<file path="config.mk">
export PLATFORM = sky130hd
export DESIGN_NAME = reset_sequencer
export DESIGN_NICKNAME = d
export VERILOG_FILES = /design/src/rtl/rstseq_pkg.sv /design/src/rtl/rstseq_sync.sv /design/src/rtl/rstseq_pin_filter.sv /design/src/rtl/rstseq_por_timer.sv /design/src/rtl/reset_sequencer.sv
export SDC_FILE = /design/constraint.sdc
export NUM_CORES = 1
export LEC_CHECK = 0
export BUFFER_PORTS_ARGS = -buffer_cell sky130_fd_sc_hd__buf_2
export CAP_MARGIN = 30
export CORE_MARGIN = 2
export CORE_UTILIZATION = 35
export DETAILED_ROUTE_END_ITERATION = 8
export GPL_ROUTABILITY_DRIVEN = 0
export SLEW_MARGIN = 20
export SYNTH_ARGS = -nofsm -noshare
export SYNTH_HDL_FRONTEND = slang
export SYNTH_SLANG_ARGS = --single-unit
export TNS_END_PERCENT = 30
</file>
<file path="constraint.sdc">
create_clock -name clk -period 0.82 [get_ports clk]
set_input_delay 0.082 -clock clk [delete_from_list [all_inputs] [get_ports clk]]
set_output_delay 0.082 -clock clk [all_outputs]
set_load 0.01 [all_outputs]
</file>
<file path="src/rtl/rstseq_pkg.sv">
`timescale 1ns/1ps
package rstseq_pkg;
  typedef enum logic [1:0] {
    POR_ARMED = 2'd0,
    POR_COUNT = 2'd1,
    POR_DONE  = 2'd2
  } por_state_e;
endpackage

</file>
<file path="src/rtl/rstseq_sync.sv">
`timescale 1ns/1ps
// Multi-stage synchronizer with asynchronous clear to a chosen value.
module rstseq_sync #(
  parameter int unsigned STAGES  = 2,
  parameter logic        RST_VAL = 1'b0
) (
  input  logic clk,
  input  logic clr_n,
  input  logic d,
  output logic q
);
  generate
    if (STAGES <= 1) begin : g_single
      logic ff;
      always_ff @(posedge clk or negedge clr_n) begin
        if (!clr_n) ff <= RST_VAL;
        else        ff <= d;
      end
      assign q = ff;
    end else begin : g_chain
      logic [STAGES-1:0] sh;
      always_ff @(posedge clk or negedge clr_n) begin
        if (!clr_n) sh <= {STAGES{RST_VAL}};
        else        sh <= {sh[STAGES-2:0], d};
      end
      assign q = sh[STAGES-1];
    end
  endgenerate
endmodule

</file>
<file path="src/rtl/rstseq_pin_filter.sv">
`timescale 1ns/1ps
// Synchronizes the external reset pin and accepts a low only after a minimum run.
module rstseq_pin_filter #(
  parameter int unsigned MIN_LOW     = 1,
  parameter int unsigned SYNC_STAGES = 2
) (
  input  logic clk,
  input  logic clr_n,
  input  logic pin_n,
  output logic accepted
);
  localparam int unsigned    CW   = $clog2(MIN_LOW + 1);
  localparam logic [CW-1:0]  CMAX = CW'(MIN_LOW);

  logic          pin_s;
  logic [CW-1:0] low_cnt;

  rstseq_sync #(.STAGES(SYNC_STAGES), .RST_VAL(1'b1)) u_pin_sync (
    .clk   (clk),
    .clr_n (clr_n),
    .d     (pin_n),
    .q     (pin_s)
  );

  always_ff @(posedge clk or negedge clr_n) begin
    if (!clr_n)               low_cnt <= '0;
    else if (pin_s)           low_cnt <= '0;
    else if (low_cnt != CMAX) low_cnt <= low_cnt + 1'b1;
  end

  assign accepted = (low_cnt == CMAX);

  // acceptance can only begin after a sampled low
  a_r7_needs_low: assert property (@(posedge clk) disable iff (!clr_n)
    $rose(accepted) |-> !$past(pin_s));
  // a held low keeps the request
  a_r6_held_low: assert property (@(posedge clk) disable iff (!clr_n)
    (accepted && !pin_s) |=> accepted);
endmodule

</file>
<file path="src/rtl/rstseq_por_timer.sv">
`timescale 1ns/1ps
// Power-on stretch: preset the down-counter to all ones, hold until it underflows.
module rstseq_por_timer #(
  parameter int unsigned TMR_W       = 12,
  parameter int unsigned SYNC_STAGES = 2
) (
  input  logic clk,
  input  logic supply_ok,
  output logic hold
);
  import rstseq_pkg::*;

  localparam logic [TMR_W-1:0] PRESET = '1;

  logic             sup_s;
  por_state_e       st;
  logic [TMR_W-1:0] cnt;

  rstseq_sync #(.STAGES(SYNC_STAGES), .RST_VAL(1'b0)) u_sup_sync (
    .clk   (clk),
    .clr_n (supply_ok),
    .d     (1'b1),
    .q     (sup_s)
  );

  always_ff @(posedge clk or negedge supply_ok) begin
    if (!supply_ok) begin
      st  <= POR_ARMED;
      cnt <= '0;
    end else begin
      unique case (st)
        POR_ARMED: if (sup_s) begin
          st  <= POR_COUNT;
          cnt <= PRESET;
        end
        POR_COUNT: begin
          if (cnt == '0) st <= POR_DONE;
          else           cnt <= cnt - 1'b1;
        end
        POR_DONE: st <= POR_DONE;
        default:  st <= POR_ARMED;
      endcase
    end
  end

  assign hold = (st != POR_DONE);

  // the stretch starts from the full preset
  a_r2_preset: assert property (@(posedge clk) disable iff (!supply_ok)
    $rose(st == POR_COUNT) |-> (cnt == PRESET));
  // one step per cycle while counting
  a_r2_step: assert property (@(posedge clk) disable iff (!supply_ok)
    (st == POR_COUNT && cnt != '0) |=> (st == POR_COUNT && cnt == $past(cnt) - 1'b1));
  // no re-trigger while supply stays good
  a_r3_sticky: assert property (@(posedge clk) disable iff (!supply_ok)
    (st == POR_DONE) |=> (st == POR_DONE));
endmodule

</file>
<file path="src/rtl/reset_sequencer.sv">
`timescale 1ns/1ps
module reset_sequencer #(
  parameter int unsigned TMR_W       = 12,
  parameter int unsigned INSTR_CYC   = 1,
  parameter int unsigned SYNC_STAGES = 2,
  parameter int unsigned WIN_W       = 4
) (
  input  logic             clk,
  input  logic             ext_rst_n,
  input  logic             supply_ok,
  input  logic             por_en,
  input  logic             halted,
  input  logic [WIN_W-1:0] wdog_cfg,
  output logic             rst_n,
  output logic             wake_req,
  output logic [WIN_W-1:0] wdog_win
);
  logic pin_acc;
  logic por_hold;
  logic req;
  logic rel_clr_n;

  rstseq_pin_filter #(.MIN_LOW(INSTR_CYC), .SYNC_STAGES(SYNC_STAGES)) u_pin (
    .clk      (clk),
    .clr_n    (supply_ok),
    .pin_n    (ext_rst_n),
    .accepted (pin_acc)
  );

  rstseq_por_timer #(.TMR_W(TMR_W), .SYNC_STAGES(SYNC_STAGES)) u_por (
    .clk       (clk),
    .supply_ok (supply_ok),
    .hold      (por_hold)
  );

  // Either source asserts reset at once; release waits for the synchronizer.
  assign req       = pin_acc | (por_en & por_hold);
  assign rel_clr_n = ~req;

  rstseq_sync #(.STAGES(SYNC_STAGES), .RST_VAL(1'b0)) u_release (
    .clk   (clk),
    .clr_n (rel_clr_n),
    .d     (1'b1),
    .q     (rst_n)
  );

  assign wake_req = halted & pin_acc;
  assign wdog_win = rst_n ? wdog_cfg : {WIN_W{1'b1}};

  // an armed or counting power-on stretch always holds reset
  a_r1_por_holds: assert property (@(posedge clk) disable iff (!supply_ok)
    (por_en && por_hold) |-> !rst_n);
  // release only after the request has been gone for a full cycle
  a_r8_sync_release: assert property (@(posedge clk) disable iff (!supply_ok)
    $rose(rst_n) |-> (!req && $past(!req)));
  // a wake request only comes with reset held
  a_r9_wake_in_reset: assert property (@(posedge clk) disable iff (!supply_ok)
    wake_req |-> !rst_n);
endmodule

</file>
==> out/metrics.yaml <==
fin_util_pct: 57.13
initial_core_util_pct: 36.89
fp.dieH_um: 60.72
maxCapViolations: 0
r2r_end: "u_por.cnt[5]$_DFFE_PN0P_"
diodes: 0
avgViaCountPerCell: 4.917
hpwlAfterDp_um: 1907
clockBufferDepth: 2
crit_path_end_kind: "register"
htree_num_levels: 1
synthArstFlopShare_pct: 100.0
drc_errors: 0
yosysMostFrequentCell: "dfrtp_1"
syn_area_mm2: 0.001126
synth.largest_area_cell: "dfrtp_1"
r2r_cells: 8
p_clk_share_pct: 14.2
crit_required_ps: 1070
clock_sinks: 21
ios: 15
whs_ps: 194.3
ys.flop_type: "dfrtp_1"
final.fill_count: 282
portBuffers: 14
die_x_um: 60.72
synthCells: 113
grt_pass1_vias: 1062
cp_max_fo: 3
p_leak_uw: 0.0007713
synth_top_cells_by_count: "dfrtp_1 (19), inv_1 (7), nand2_1 (7), nor2_1 (7), a31oi_1 (6)"
cts-buffers-inserted: 3
areaGrowthSynthToFinish_pct: 54.89
switchingPower_uw: 1250
routed_wirelength_um: 2768
clock-root-buffer: "clkbuf_4"
synth-seq-area-share_pct: 46.89
final_nets: 189
timing.rr.start: "u_por.cnt[1]$_DFFE_PN0P_"
cts_tree: "done"
routedWlPerCell_um: 12.70
met2_usage_pct: 29.80
violations: "negative setup slack"
rows: 20
cp-start-kind: "register"
synth_cell_types: 40
finalCriticalPeriod_ps: 1669
syn_area_per_cell_um2: 9.965
synth_area_leaders: "dfrtp_1 (42%), ha_1 (5.6%), dfstp_2 (4.7%)"
finalNonFillerCells: 218
p_int_uw: 2404
synth-edff-count: 0
power_frac_comb_pct: 50.8
first_iter_violations: 39
top_usage_layer: "met2"
grt_util_all_layers_pct: 16.32
antenna_found_initial: 0
yosys_register_bits: 21
outcome: "finished with violations"
fmax_mhz: 599.3
setup_viol: 22
drive_gt1_share_pct: 52.87
met1_usage_pct: 20.16
arrival_ps: 1920
insertion_delay_ps: 310
hp-class: "reg2async"
cts.clk_slew.worst_paths_ps: 130
swShare_pct: 34.20
seqPwrFrac_pct: 34.9
finalHoldViolations: 0
min_period_over_period_pct: 203.5
drt_first_pass_iters: 4
ant_nets: 0
die_area_mm2: 0.003687
fin_ws_ps: -848.5
power.density_mw_per_mm2: 2095
synth_top_cell_area_share_pct: 42.22
ir_worst_vdd_mv: 1.653
core_mm2: 0.003053
grt_max_degree: 20
ff2ff_setup_slack_ps: -850
overflow: 0
vias: 1072
crit_type: "reg2reg"
synth_warnings: 0
slew_violations: 0
skew_ps: 13.29
grt_pass1_wl_um: 4498
grtUsageMet3_pct: 1.919
dp.cells: 199
grt_setup_unrepaired: "yes"
## critical path, stage by stage (launching register included)
cell and delay [ps]:
dfrtp_1 420, inv_2 70, ha_4 160, buf_4 130
nand4bb_4 100, nor3_4 50, buf_4 130, or4_4 470
nand3_2 70
## flip-flops by register name (all words and copies together) (netlist names)
name / cells
u_por.st: 2
u_por.cnt: 12
u_pin.u_pin_sync.g_chain.sh: 2
u_por.u_sup_sync.g_chain.sh: 2
u_release.g_chain.sh: 2
u_pin.accepted: 1
## placed cells by master (no fill, tap or decap), types with 4 or more instances in the layout
master / instances
nand2b_1: 5
buf_4: 41
a31oi_1: 6
inv_2: 4
nand2_1: 6
nor2_1: 6
buf_2: 14
dfrtp_1: 19
## cell type report
| type | count | area [µm²] | area share (%) |
|---|---|---|---|
| Inverter | 7 | 26.28 | 1.506 |
| Tap cell | 44 | 55.05 | 3.156 |
| Clock inverter | 1 | 5.005 | 0.2869 |
| Timing Repair Buffer | 59 | 419.2 | 24.03 |
| Clock buffer | 3 | 22.52 | 1.291 |
| Sequential cell | 21 | 528.0 | 30.27 |
| Multi-Input combinational cell | 83 | 688.2 | 39.45 |
## through the flow
step | instance area [µm²] | setup WS (ps) | total power, µW | TNS (ps)
4_1_cts | 1680 | -849.1 | 3503 | -12140
6_report | 1744 | -848.5 | 3653 | -12390
2_1_floorplan | 1164 | -834.1 | 2060 | -9689
3_5_place_dp | 1503 | -893.9 | 2678 | -10560
5_1_grt | 1744 | -898.3 | 3901 | -14090
3_3_place_gp | 1503 | -831.5 | 2641 | -10100
## routing by layer
| layer | routed length (µm) | part of all wire (%) |
|---|---|---|
| met1 | 1226 | 44 |
| met2 | 1492 | 54 |
| met3 | 50 | 1.8 |
| met4 | 0 | 0 |
| met5 | 0 | 0 |
## how the worst max path moves through the flow
stage,cells after the start,slack [ps],endpoint,from
after floorplan,6,-830,u_por.st[1]$_DFFE_PN0P_,u_por.cnt[0]$_DFFE_PN0P_
final,8,-850,u_por.cnt[5]$_DFFE_PN0P_,u_por.cnt[1]$_DFFE_PN0P_
after global routing,8,-900,u_por.cnt[5]$_DFFE_PN0P_,u_por.cnt[1]$_DFFE_PN0P_
after detailed placement,7,-890,u_por.cnt[7]$_DFFE_PN0P_,u_por.st[1]$_DFFE_PN0P_
after CTS,8,-850,u_por.cnt[5]$_DFFE_PN0P_,u_por.cnt[1]$_DFFE_PN0P_
after global placement,7,-830,u_por.cnt[7]$_DFFE_PN0P_,u_por.st[1]$_DFFE_PN0P_
## power groups by stage
stage / Combinational [µW] / Clock (µW) / Sequential [µW]
2_1_floorplan: 763 / 0 / 1300
3_3_place_gp: 1350 / 0 / 1290
3_5_place_dp: 1380 / 0 / 1290
4_1_cts: 1690 / 538 / 1270
5_1_grt: 2030 / 582 / 1290
6_report: 1860 / 519 / 1280
## cell families after synthesis
kind of cell | count (synthesis) | synth area share [%]
flip-flops | 21 | 46.89
multiplexers | 2 | 2.000
buffers and inverters | 10 | 3.334
AO/OA/AOI/OAI | 23 | 13.11
other | 1 | 0.3330
adder cells (fa/ha/maj) | 5 | 5.556
AND/OR/NAND/NOR | 51 | 28.78
## repair_timing
item                                    CTS  global route
endpoints found under the hold margin    20             0
gates resized for setup                  13             9
hold buffers                              3             0
setup buffers                             8             4
endpoints found under the setup margin   22            22
pin swaps                                 8             8
Note: power is estimated with default switching activity, not from simulation.
